<file path="src/rtl/adc_flag_pkg.sv">
package adc_flag_pkg;
   // register addresses in the lower half of the map
   localparam int unsigned A_CTRL  = 0;
   localparam int unsigned A_RCV   = 1;
   localparam int unsigned A_START = 2;
   localparam int unsigned A_STAT  = 3;
   // control bit positions
   localparam int unsigned B_PWR  = 0;
   localparam int unsigned B_FAST = 1;
   localparam int unsigned B_SIW  = 2;
   localparam int unsigned B_IE   = 3;

   typedef struct packed {
      logic ie;
      logic siw;
      logic fast;
      logic pwr;
   } ctrl_t;
endpackage

</file>
<file path="src/rtl/adc_ctrl_regs.sv">
module adc_ctrl_regs
   import adc_flag_pkg::*;
#(
   parameter int ADDR_W     = 4,
   parameter int DATA_W     = 8,
   parameter int RCV_W      = 8,
   parameter int RCV_RST    = 0,
   parameter bit ALLOW_FAST = 1'b1
) (
   input  logic              clk,
   input  logic              rst_n,
   input  logic              bus_wr,
   input  logic [ADDR_W-1:0] bus_addr,
   input  logic [DATA_W-1:0] bus_wdata,
   output ctrl_t             ctrl_q,
   output logic [RCV_W-1:0]  rcv_q,
   output logic              start_wr,
   output logic              go
);
   logic             ctrl_wr;
   logic             rcv_wr;
   logic             ready;
   logic             pend_q;
   logic             fast_nxt;
   logic [RCV_W-1:0] cnt_q;

   assign ctrl_wr  = bus_wr && (bus_addr == ADDR_W'(A_CTRL));
   assign rcv_wr   = bus_wr && (bus_addr == ADDR_W'(A_RCV));
   assign start_wr = bus_wr && (bus_addr == ADDR_W'(A_START));

   generate
      if (ALLOW_FAST) begin : g_fast
         assign fast_nxt = bus_wdata[B_FAST];
      end else begin : g_nofast
         assign fast_nxt = 1'b0;
      end
   endgenerate

   always_ff @(posedge clk or negedge rst_n) begin
      if (!rst_n) begin
         ctrl_q <= '0;
         rcv_q  <= RCV_W'(RCV_RST);
      end else begin
         if (ctrl_wr) begin
            ctrl_q.pwr  <= bus_wdata[B_PWR];
            ctrl_q.fast <= fast_nxt;
            ctrl_q.siw  <= bus_wdata[B_SIW];
            ctrl_q.ie   <= bus_wdata[B_IE];
         end
         if (rcv_wr) rcv_q <= bus_wdata[RCV_W-1:0];
      end
   end

   // recovery countdown after power-up
   always_ff @(posedge clk or negedge rst_n) begin
      if (!rst_n) begin
         cnt_q <= '0;
      end else if (ctrl_wr && bus_wdata[B_PWR] && !ctrl_q.pwr) begin
         cnt_q <= rcv_q;
      end else if (!ctrl_q.pwr) begin
         cnt_q <= '0;
      end else if (cnt_q != '0) begin
         cnt_q <= cnt_q - RCV_W'(1);
      end
   end

   assign ready = ctrl_q.pwr && (cnt_q == '0);

   // held start request
   always_ff @(posedge clk or negedge rst_n) begin
      if (!rst_n)            pend_q <= 1'b0;
      else if (!ctrl_q.pwr)  pend_q <= 1'b0;
      else if (start_wr)     pend_q <= 1'b1;
      else if (ready)        pend_q <= 1'b0;
   end

   assign go = pend_q && ready;
endmodule

</file>
<file path="src/rtl/adc_stub_seq.sv">
module adc_stub_seq #(
   parameter int NUM_CH = 8,
   parameter int STEP   = 4,
   parameter int DATA_W = 8,
   localparam int CH_W  = $clog2(NUM_CH),
   localparam int CNT_W = $clog2(STEP + 1)
) (
   input  logic              clk,
   input  logic              rst_n,
   input  logic              go,
   input  logic              pwr,
   input  logic              halt,
   output logic              busy,
   output logic              res_wr,
   output logic [CH_W-1:0]   res_ch,
   output logic              res_last,
   output logic [DATA_W-1:0] res_data
);
   logic [CNT_W-1:0] cnt_q;
   logic             tick;

   assign tick     = busy && pwr && !halt;
   assign res_wr   = tick && (cnt_q == '0);
   assign res_last = res_wr && (res_ch == CH_W'(NUM_CH - 1));

   always_ff @(posedge clk or negedge rst_n) begin
      if (!rst_n) begin
         busy     <= 1'b0;
         res_ch   <= '0;
         cnt_q    <= '0;
         res_data <= '0;
      end else if (!pwr) begin
         busy <= 1'b0;
      end else if (go) begin
         busy   <= 1'b1;
         res_ch <= '0;
         cnt_q  <= CNT_W'(STEP - 1);
      end else if (tick) begin
         if (cnt_q == '0) begin
            res_data <= res_data + DATA_W'(1);
            cnt_q    <= CNT_W'(STEP - 1);
            if (res_ch == CH_W'(NUM_CH - 1)) busy <= 1'b0;
            else                             res_ch <= res_ch + CH_W'(1);
         end else begin
            cnt_q <= cnt_q - CNT_W'(1);
         end
      end
   end
endmodule

</file>
<file path="src/rtl/adc_ccf_bank.sv">
module adc_ccf_bank #(
   parameter int NUM_CH = 8
) (
   input  logic              clk,
   input  logic              rst_n,
   input  logic [NUM_CH-1:0] set_vec,
   input  logic [NUM_CH-1:0] sel_vec,
   input  logic              acc_rd,
   input  logic              acc_wr,
   input  logic              stat_rd,
   input  logic              fast,
   input  logic              new_seq,
   input  logic              last_set,
   output logic [NUM_CH-1:0] ccf,
   output logic              scf
);
   generate
      for (genvar i = 0; i < NUM_CH; i++) begin : g_ch
         logic flag_q;
         logic arm_q;
         logic clr;

         assign clr = sel_vec[i] && flag_q &&
                      (fast ? (acc_rd || acc_wr) : (acc_rd && arm_q));

         always_ff @(posedge clk or negedge rst_n) begin
            if (!rst_n)          flag_q <= 1'b0;
            else if (set_vec[i]) flag_q <= 1'b1;
            else if (clr)        flag_q <= 1'b0;
         end

         always_ff @(posedge clk or negedge rst_n) begin
            if (!rst_n)                    arm_q <= 1'b0;
            else if (new_seq)              arm_q <= 1'b0;
            else if (clr && !set_vec[i])   arm_q <= 1'b0;
            else if (stat_rd && flag_q)    arm_q <= 1'b1;
         end

         assign ccf[i] = flag_q;
      end
   endgenerate

   always_ff @(posedge clk or negedge rst_n) begin
      if (!rst_n)                scf <= 1'b0;
      else if (new_seq)          scf <= 1'b0;
      else if (last_set)         scf <= 1'b1;
      else if (fast && acc_rd)   scf <= 1'b0;
   end
endmodule

</file>
<file path="src/rtl/adc_flag_ctrl.sv">
module adc_flag_ctrl
   import adc_flag_pkg::*;
#(
   parameter int NUM_CH     = 8,
   parameter int ADDR_W     = 4,
   parameter int DATA_W     = 8,
   parameter int RCV_W      = 8,
   parameter int RCV_RST    = 0,
   parameter int STEP       = 4,
   parameter bit ALLOW_FAST = 1'b1,
   localparam int CH_W      = $clog2(NUM_CH)
) (
   input  logic              clk,
   input  logic              rst_n,
   input  logic              bus_rd,
   input  logic              bus_wr,
   input  logic [ADDR_W-1:0] bus_addr,
   input  logic [DATA_W-1:0] bus_wdata,
   output logic [DATA_W-1:0] bus_rdata,
   input  logic              wait_i,
   output logic [NUM_CH-1:0] ccf_o,
   output logic              scf_o,
   output logic              irq_o,
   output logic              seq_busy_o,
   output logic              res_wr_o,
   output logic [CH_W-1:0]   res_ch_o
);
   // elaboration checks
   if (NUM_CH < 2 || (NUM_CH & (NUM_CH - 1)) != 0) begin : g_bad_ch
      $error("NUM_CH must be a power of two of at least 2");
   end
   if (ADDR_W < 3 || NUM_CH > (1 << (ADDR_W - 1))) begin : g_bad_addr
      $error("ADDR_W too small for the result window");
   end
   if (DATA_W < NUM_CH || DATA_W < RCV_W || DATA_W < 4) begin : g_bad_data
      $error("DATA_W must hold the status and recovery registers");
   end
   if (STEP < 1) begin : g_bad_step
      $error("STEP must be at least 1");
   end

   ctrl_t             ctrl_q;
   logic [RCV_W-1:0]  rcv_q;
   logic              start_wr;
   logic              go;
   logic              halt;
   logic              res_last;
   logic [DATA_W-1:0] res_data;
   logic              is_res;
   logic [CH_W-1:0]   ridx;
   logic [NUM_CH-1:0] sel_vec;
   logic [NUM_CH-1:0] set_vec;
   logic              stat_rd;
   logic [DATA_W-1:0] res_q [NUM_CH];

   assign halt = ctrl_q.siw && wait_i;

   adc_ctrl_regs #(
      .ADDR_W(ADDR_W), .DATA_W(DATA_W), .RCV_W(RCV_W),
      .RCV_RST(RCV_RST), .ALLOW_FAST(ALLOW_FAST)
   ) u_regs (
      .clk(clk), .rst_n(rst_n), .bus_wr(bus_wr), .bus_addr(bus_addr),
      .bus_wdata(bus_wdata), .ctrl_q(ctrl_q), .rcv_q(rcv_q),
      .start_wr(start_wr), .go(go)
   );

   adc_stub_seq #(
      .NUM_CH(NUM_CH), .STEP(STEP), .DATA_W(DATA_W)
   ) u_seq (
      .clk(clk), .rst_n(rst_n), .go(go), .pwr(ctrl_q.pwr), .halt(halt),
      .busy(seq_busy_o), .res_wr(res_wr_o), .res_ch(res_ch_o),
      .res_last(res_last), .res_data(res_data)
   );

   // address decode
   assign is_res  = bus_addr[ADDR_W-1] && (int'(bus_addr[ADDR_W-2:0]) < NUM_CH);
   assign ridx    = bus_addr[CH_W-1:0];
   assign sel_vec = is_res ? (NUM_CH'(1) << ridx) : '0;
   assign set_vec = res_wr_o ? (NUM_CH'(1) << res_ch_o) : '0;
   assign stat_rd = bus_rd && (bus_addr == ADDR_W'(A_STAT));

   adc_ccf_bank #(.NUM_CH(NUM_CH)) u_bank (
      .clk(clk), .rst_n(rst_n), .set_vec(set_vec), .sel_vec(sel_vec),
      .acc_rd(bus_rd && is_res), .acc_wr(bus_wr && is_res),
      .stat_rd(stat_rd), .fast(ctrl_q.fast), .new_seq(start_wr),
      .last_set(res_last), .ccf(ccf_o), .scf(scf_o)
   );

   // result storage
   always_ff @(posedge clk or negedge rst_n) begin
      if (!rst_n) begin
         for (int k = 0; k < NUM_CH; k++) res_q[k] <= '0;
      end else if (res_wr_o) begin
         res_q[res_ch_o] <= res_data;
      end
   end

   always_comb begin
      bus_rdata = '0;
      if (is_res)                                bus_rdata = res_q[ridx];
      else if (bus_addr == ADDR_W'(A_CTRL))      bus_rdata = DATA_W'(ctrl_q);
      else if (bus_addr == ADDR_W'(A_RCV))       bus_rdata = DATA_W'(rcv_q);
      else if (bus_addr == ADDR_W'(A_STAT))      bus_rdata = DATA_W'(ccf_o);
   end

   assign irq_o = scf_o && ctrl_q.ie;
endmodule

</file>
<file path="config.mk">
export PLATFORM = sky130hd
export DESIGN_NAME = adc_flag_ctrl
export DESIGN_NICKNAME = d
export VERILOG_FILES = /design/src/rtl/adc_flag_pkg.sv /design/src/rtl/adc_ctrl_regs.sv /design/src/rtl/adc_stub_seq.sv /design/src/rtl/adc_ccf_bank.sv /design/src/rtl/adc_flag_ctrl.sv
export SDC_FILE = /design/constraint.sdc
export NUM_CORES = 1
export LEC_CHECK = 0
export BUFFER_PORTS_ARGS = -buffer_cell sky130_fd_sc_hd__buf_2
export CORE_MARGIN = 2
export CORE_UTILIZATION = 30
export CTS_BUF_LIST = sky130_fd_sc_hd__clkbuf_8 sky130_fd_sc_hd__clkbuf_16
export CTS_CLUSTER_SIZE = 25
export DETAILED_ROUTE_END_ITERATION = 6
export PLACE_DENSITY_LB_ADDON = 0.05
export REMOVE_ABC_BUFFERS = 1
export SLEW_MARGIN = 20
export SYNTH_ARGS = -nofsm -noshare
export SYNTH_HDL_FRONTEND = slang
export SYNTH_HIERARCHICAL = 1
export SYNTH_SLANG_ARGS = --single-unit
</file>
<file path="constraint.sdc">
create_clock -name clk -period 5.5 [get_ports clk]
set_clock_uncertainty 0.05 [all_clocks]
set_input_delay 0.825 -clock clk [delete_from_list [all_inputs] [get_ports clk]]
set_output_delay 0.825 -clock clk [all_outputs]
set_load 0.01 [all_outputs]
</file>
* Yosys cells after proc, flatten, opt, wreduce, memory -nomap -nowiden
Index checks and enable logic that the tools add are counted.
Storage, ports and cells: flip-flop bits (word level) 117, bits of input ports 17, word-level logic and storage cells 235
Cells by class: bitwise gates (word level) 3, $lt $le $gt $ge 3, reduce and logical (&&, ||, !) cells 96, add/sub/neg operators 4, shift operators 2, eq/ne operators 10, multiplexer cells 81
Operators with widths (number):
- 8-bit two-way mux | 12
- 64-bit bitwise mux | 1
- 1-bit two-way mux | 59
- 1-bit logical AND | 58
- 3-bit nonzero test | 9
- 8-bit binary-select mux with 3-bit select | 1
- 8-bit demux with 3-bit select | 1
- 3-bit two-way mux | 7
- 2-bit nonzero test | 10
- 1-bit by 3-bit << shifter with 8-bit output, first input constant | 2
- 1-bit logical NOT | 10
- 3-bit by 2-bit != test with 1-bit output, second input constant | 3
- 8-bit by 1-bit adder with 8-bit output, second input constant | 1
- 4-bit by 2-bit equality test with 1-bit output, second input constant | 2
- 4-bit greater-or-equal comparator, second input constant | 2
- 8-bit logical NOT | 1
- 3-bit inverter with 4-bit output | 2
- 4-bit AND reduction | 2
- 8-bit nonzero test | 1
- 8-bit by 1-bit subtractor with 8-bit output, second input constant | 1
- 3-bit != test, second input constant | 2
- 4-bit by 1-bit equality test with 1-bit output, second input constant | 1
- 4-bit logical NOT | 1
- 4-bit by 1-bit < comparator with 1-bit output, second input constant | 1
- other kinds (9) | 9

* Longest topological paths before layout
word-level depth 9, depth in mapped cells 10

* Cells and area by module
The synthesis kept the hierarchy.
Modules (own cells, without submodules):
- adc_flag_ctrl | cells each 316, area an instance 3323.2 µm², instances 1
- adc_ctrl_regs | cells each 93, area an instance 1071.0 µm², instances 1
- adc_ccf_bank | cells each 82, area an instance 908.4 µm², instances 1
- adc_stub_seq | cells each 82, area an instance 877.1 µm², instances 1

* Worst setup path before layout
OpenSTA, ideal clock, no wires.
kind input to register, from input wait_i, to register u_bank.g_ch[5].arm_q, required time 5.351 ns, cell stages on the path 8, setup time 0.099 ns, arrival time 2.649 ns, path slack 2.702 ns, buffers on the path 1, cells stage by stage and2_1 > nand3b_2 > nor2_1 > buf_2 > nand4b_1 > clkinv_1 > and3b_1 > a311oi_4
Between the ends: cells in the longest elaborated chain, start to end 9
RTL lines:
- start, declared | RTL line adc_flag_ctrl.sv:20 | input logic wait_i,
- 1-bit logical AND (*) | RTL line adc_flag_ctrl.sv:56 | assign halt = ctrl_q.siw && wait_i;
- 1-bit logical NOT (*) | RTL line adc_stub_seq.sv:22 | assign tick = busy && pwr && !halt;
- 1-bit logical AND (*) | RTL line adc_stub_seq.sv:22
- 1-bit logical AND (*) | RTL line adc_stub_seq.sv:23 | assign res_wr = tick && (cnt_q == '0);
- named net res_wr_o | RTL line adc_flag_ctrl.sv:25 | output logic res_wr_o,
- 8-bit two-way mux (*) | RTL line adc_flag_ctrl.sv:79 | assign set_vec = res_wr_o ? (NUM_CH'(1) << res_ch_o) : '0;
- named net set_vec[5] | RTL line adc_flag_ctrl.sv:52 | logic [NUM_CH-1:0] set_vec;
- 1-bit logical NOT (*) | RTL line adc_ccf_bank.sv:35 | else if (clr && !set_vec[i]) arm_q <= 1'b0;
- 1-bit logical AND (*) | RTL line adc_ccf_bank.sv:35
- 1-bit two-way mux | RTL line adc_ccf_bank.sv:35
- 1-bit two-way mux | RTL line adc_ccf_bank.sv:34 | else if (new_seq) arm_q <= 1'b0;
- end signal, assigned | RTL line adc_ccf_bank.sv:34
- end signal, assigned | RTL line adc_ccf_bank.sv:35
- end signal, assigned | RTL line adc_ccf_bank.sv:36 | else if (stat_rd && flag_q) arm_q <= 1'b1;
- end, declared | RTL line adc_ccf_bank.sv:20 | logic arm_q;
The timed path passes the listed nets; every way through them passes the cells marked *. A chain may end at the register's enable or synchronous reset.

* Worst setup path after layout
from input bus_addr[0], to output bus_rdata[4]
Between the ends: cells in the longest elaborated chain, start to end 5
RTL lines:
- start, declared | RTL line adc_flag_ctrl.sv:17 | input logic [ADDR_W-1:0] bus_addr,
- 3-bit inverter with 4-bit output (implied by the code) / 4-bit by 2-bit equality test with 1-bit output (equally long branches) | RTL line adc_flag_ctrl.sv:100, adc_flag_ctrl.sv:103
- 8-bit binary-select mux with 3-bit select / 8-bit two-way mux (equally long branches) | RTL line adc_flag_ctrl.sv:100, adc_flag_ctrl.sv:103
- 8-bit two-way mux (on tied branches) | RTL line adc_flag_ctrl.sv:100, adc_flag_ctrl.sv:102
- 8-bit two-way mux (on tied branches) | RTL line adc_flag_ctrl.sv:100, adc_flag_ctrl.sv:101
- 8-bit two-way mux (*) | RTL line adc_flag_ctrl.sv:100 | if (is_res) bus_rdata = res_q[ridx];
- end, declared | RTL line adc_flag_ctrl.sv:19 | output logic [DATA_W-1:0] bus_rdata,
Every way passes the cells marked *; elsewhere a longest branch is shown, timed or not. The select of a mux whose other input is x is not followed.

==> results.json <==
{
  "post-cts-setup-buffers": 0,
  "clockBufferDepth": 2,
  "globalplace.congestion": 0.782,
  "synthTopCellsByCount": "sky130_fd_sc_hd__dfrtp_1, sky130_fd_sc_hd__nand2_1, sky130_fd_sc_hd__mux2_2, sky130_fd_sc_hd__nor2_1, sky130_fd_sc_hd__mux2i_1",
  "grtUsageTotal_pct": 17.0,
  "wire_per_inst_microns": 20.0,
  "initial_utilization_pct": 30.5,
  "power.static_leakage_nw": 3.50,
  "worst_ep_required_time_ps": 4620,
  "synth_warnings": 6,
  "post_synth_edffs": 0,
  "cts.reportedPaths.clkPinSlew_ps": 50,
  "ctsHoldBuffers": 0,
  "synth_top_family_by_area": "simple AND/OR/NAND/NOR gates",
  "cts_tree": "built",
  "hold_path.class": "reg -> reg",
  "slew_violations": 0,
  "fin_crit_sh_pct": 67.1,
  "post_synth_mux_area_share_pct": 16.2,
  "post_synth_instance_area_sq_um": 6180,
  "synth.avg_cell_area_sq_um": 10.8,
  "place_hpwl_microns": 12000,
  "synth_simple_gate_area_share_pct": 19.1,
  "chipWidth_microns": 148,
  "powerDensity_nw_per_um2": 339,
  "globalRouteOverflowTotal": 0,
  "number_of_nets_with_antenna_violations_after_detailed_routing": 0,
  "clock_tree.htree_level_count": 4,
  "io_pins": 40,
  "place.port_buffers": 39,
  "finalSetupViolCount": 0,
  "synth_top_flop_cell": "sky130_fd_sc_hd__dfrtp_1",
  "synth_top_area_share_pct": 47.4,
  "syn2layout_area_growth_pct": 15.3,
  "rsz0062_at_grt": "no",
  "via_count_of_the_routed_design": 4551,
  "clk_latency_ps": 410,
  "timing.critical_path.from_type": "primary input",
  "synth_most_common_cell": "sky130_fd_sc_hd__dfrtp_1",
  "std_cell_rows": 52,
  "ctsRootBufferMaster": "sky130_fd_sc_hd__clkbuf_16",
  "die_y_microns": 148,
  "antenna_cells_inserted": 0,
  "synth_top_area_cell": "sky130_fd_sc_hd__dfrtp_1",
  "grt_start_max_net_pins": 72,
  "synth_async_sr_flop_share_pct": 100,
  "final_nets": 626,
  "worstPathMaxFanout": 39,
  "synth.lib_cells_used.distinct": 72,
  "worst_pin_slew_ps": 1090,
  "worst-endpoint-arrival_ps": 2810,
  "placed_cell_area_sq_um": 6510,
  "maxCapViolCount": 0,
  "slew-limit-headroom_pct": 27.5,
  "yosys.area_share.xor_xnor_pct": 1.13,
  "worst-setup-path-type": "in -> out",
  "min_period_ps": 3690,
  "endpoint_kind": "output pin",
  "ys_top_cells_by_area": "sky130_fd_sc_hd__dfrtp_1, sky130_fd_sc_hd__nand2_1, sky130_fd_sc_hd__mux2_2",
  "tritoncts_sinks": 117,
  "outcome": "finished clean",
  "core_region_area_sq_um": 20200,
  "drt_pass1_iterations": 5,
  "fin_area_sq_um": 7130,
  "floorplan.die_area_sq_um": 21800,
  "post_cts_resize_count": 0,
  "synth_compound_area_share_pct": 9.74,
  "layout-drive-gt1-share_pct": 22.5,
  "vdd_drop_max_mv": 0.124,
  "grt_pass1_wl_microns": 27700,
  "timing.setup.tns_ps": 0,
  "number_of_clock_buffers_inserted_by_tritoncts": 17,
  "antenna_found_initial": 0,
  "drt_drc_violations_left": 0,
  "via_per_inst": 5.15,
  "vias_in_the_first_global_route": 4593,
  "yosysSeqAreaShare_pct": 47.4,
  "routed_wirelength_microns": 17700,
  "post_synth_fa_ha_maj_area_fraction_pct": 1.42,
  "detail_route.iter0.violations": 318,
  "hold_viol": 0,
  "ys_seq_elements": 117,
  "synthCells": 573,
  "max_clock_freq_mhz": 271
}
[critical path: stages]
cell,delay [ps]
sky130_fd_sc_hd__buf_2,810
sky130_fd_sc_hd__mux4_1,680
sky130_fd_sc_hd__a22oi_1,230
sky130_fd_sc_hd__o21ai_0,110
sky130_fd_sc_hd__buf_2,150
[report_power, final]
| group | switching (W) | total [W] | internal (W) |
|---|---|---|---|
| combinational | 0.000182 | 0.000321 | 0.000138 |
| sequential | 0.0000502 | 0.000954 | 0.000904 |
| clock | 0.000390 | 0.00114 | 0.000752 |
[cells by family (layout without fill, tap and decap cells)]
group                      Yosys count  count (layout)
muxes                               79              79
AOI/OAI and AO/OA                   84              84
DFF                                117             117
xor gates and xnor gates             8               8
buffers and inverters               52              93
adders and majority gates            7               7
and+or+nand+nor                    226             226
[area by class of cell]
class                   instances  area (sq um)
flip-flops and latches        117          2930
fillers                      2050         13100
clock buffers                  21           480
well taps                     270           338
multi-input cells             404          2950
inverters                      19          71.3
repair buffers                 43           228
clock inverters                10           129
[stage by stage]
| step | util (%) | cells | worst slack [ps] | hold WS, ps | total power [W] |
|---|---|---|---|---|---|
| 2_1_floorplan | - | 540 | 2200 | 387 | 0.00117 |
| 6_report | 35.2 | 884 | 1810 | 422 | 0.00242 |
| 5_1_grt | 35.2 | 884 | 1690 | 452 | 0.00254 |
| 4_1_cts | 35.2 | 884 | 1790 | 424 | 0.00246 |
| 3_3_place_gp | 32.2 | 853 | 1790 | 412 | 0.00129 |
| 3_5_place_dp | 32.2 | 853 | 1760 | 410 | 0.00129 |
[final timing paths]
check | from | endpoint | slack [ps] | cells past startpoint
max in group asynchronous | rst_n | res_q[58] | 4150 | 2
max | bus_addr[0] | bus_rdata[4] | 1810 | 5
max reg2reg | u_regs/ctrl_q[2] | u_bank/g_ch[7].arm_q | 2210 | 7
min reg2reg | res_q[4] | res_q[4] | 420 | 2
min | res_q[4] | res_q[4] | 420 | 2
min in group asynchronous | rst_n | u_regs/cnt_q[6] | 460 | 2
[routing by layer]
| metal | GRT usage (%) | routed length, microns | vias up |
|---|---|---|---|
| met5 | 0 | 0 | - |
| met4 | 4.71 | 174 | 0 |
| met3 | 3.64 | 671 | 13 |
| met2 | 25.9 | 7920 | 102 |
| met1 | 24.4 | 8900 | 2340 |
| li1 | - | - | 2096 |
[registers in the layout, summed over array words and instances (netlist names)]
register / flops
u_regs/rcv_q: 8
u_seq/res_ch: 3
u_seq/res_data: 8
u_seq/busy: 1
u_bank/g_ch.arm_q: 8
u_regs/cnt_q: 8
u_regs/pend_q: 1
u_bank/g_ch.flag_q: 8
u_seq/cnt_q: 3
res_q: 64
u_regs/ctrl_q: 4
u_bank/scf: 1
[layout by cell type (no fill, tap or decap), types with 9 or more instances in the layout]
master                        n
sky130_fd_sc_hd__inv_1       16
sky130_fd_sc_hd__dfrtp_1    117
sky130_fd_sc_hd__mux2i_1     26
sky130_fd_sc_hd__a21oi_1     18
sky130_fd_sc_hd__a31oi_1      9
sky130_fd_sc_hd__buf_2       38
sky130_fd_sc_hd__mux2_2      36
sky130_fd_sc_hd__o21ai_0      9
sky130_fd_sc_hd__clkbuf_16   17
sky130_fd_sc_hd__nor2_1      27
sky130_fd_sc_hd__nand2_1    110
Note: power is estimated with default switching activity, not from simulation.
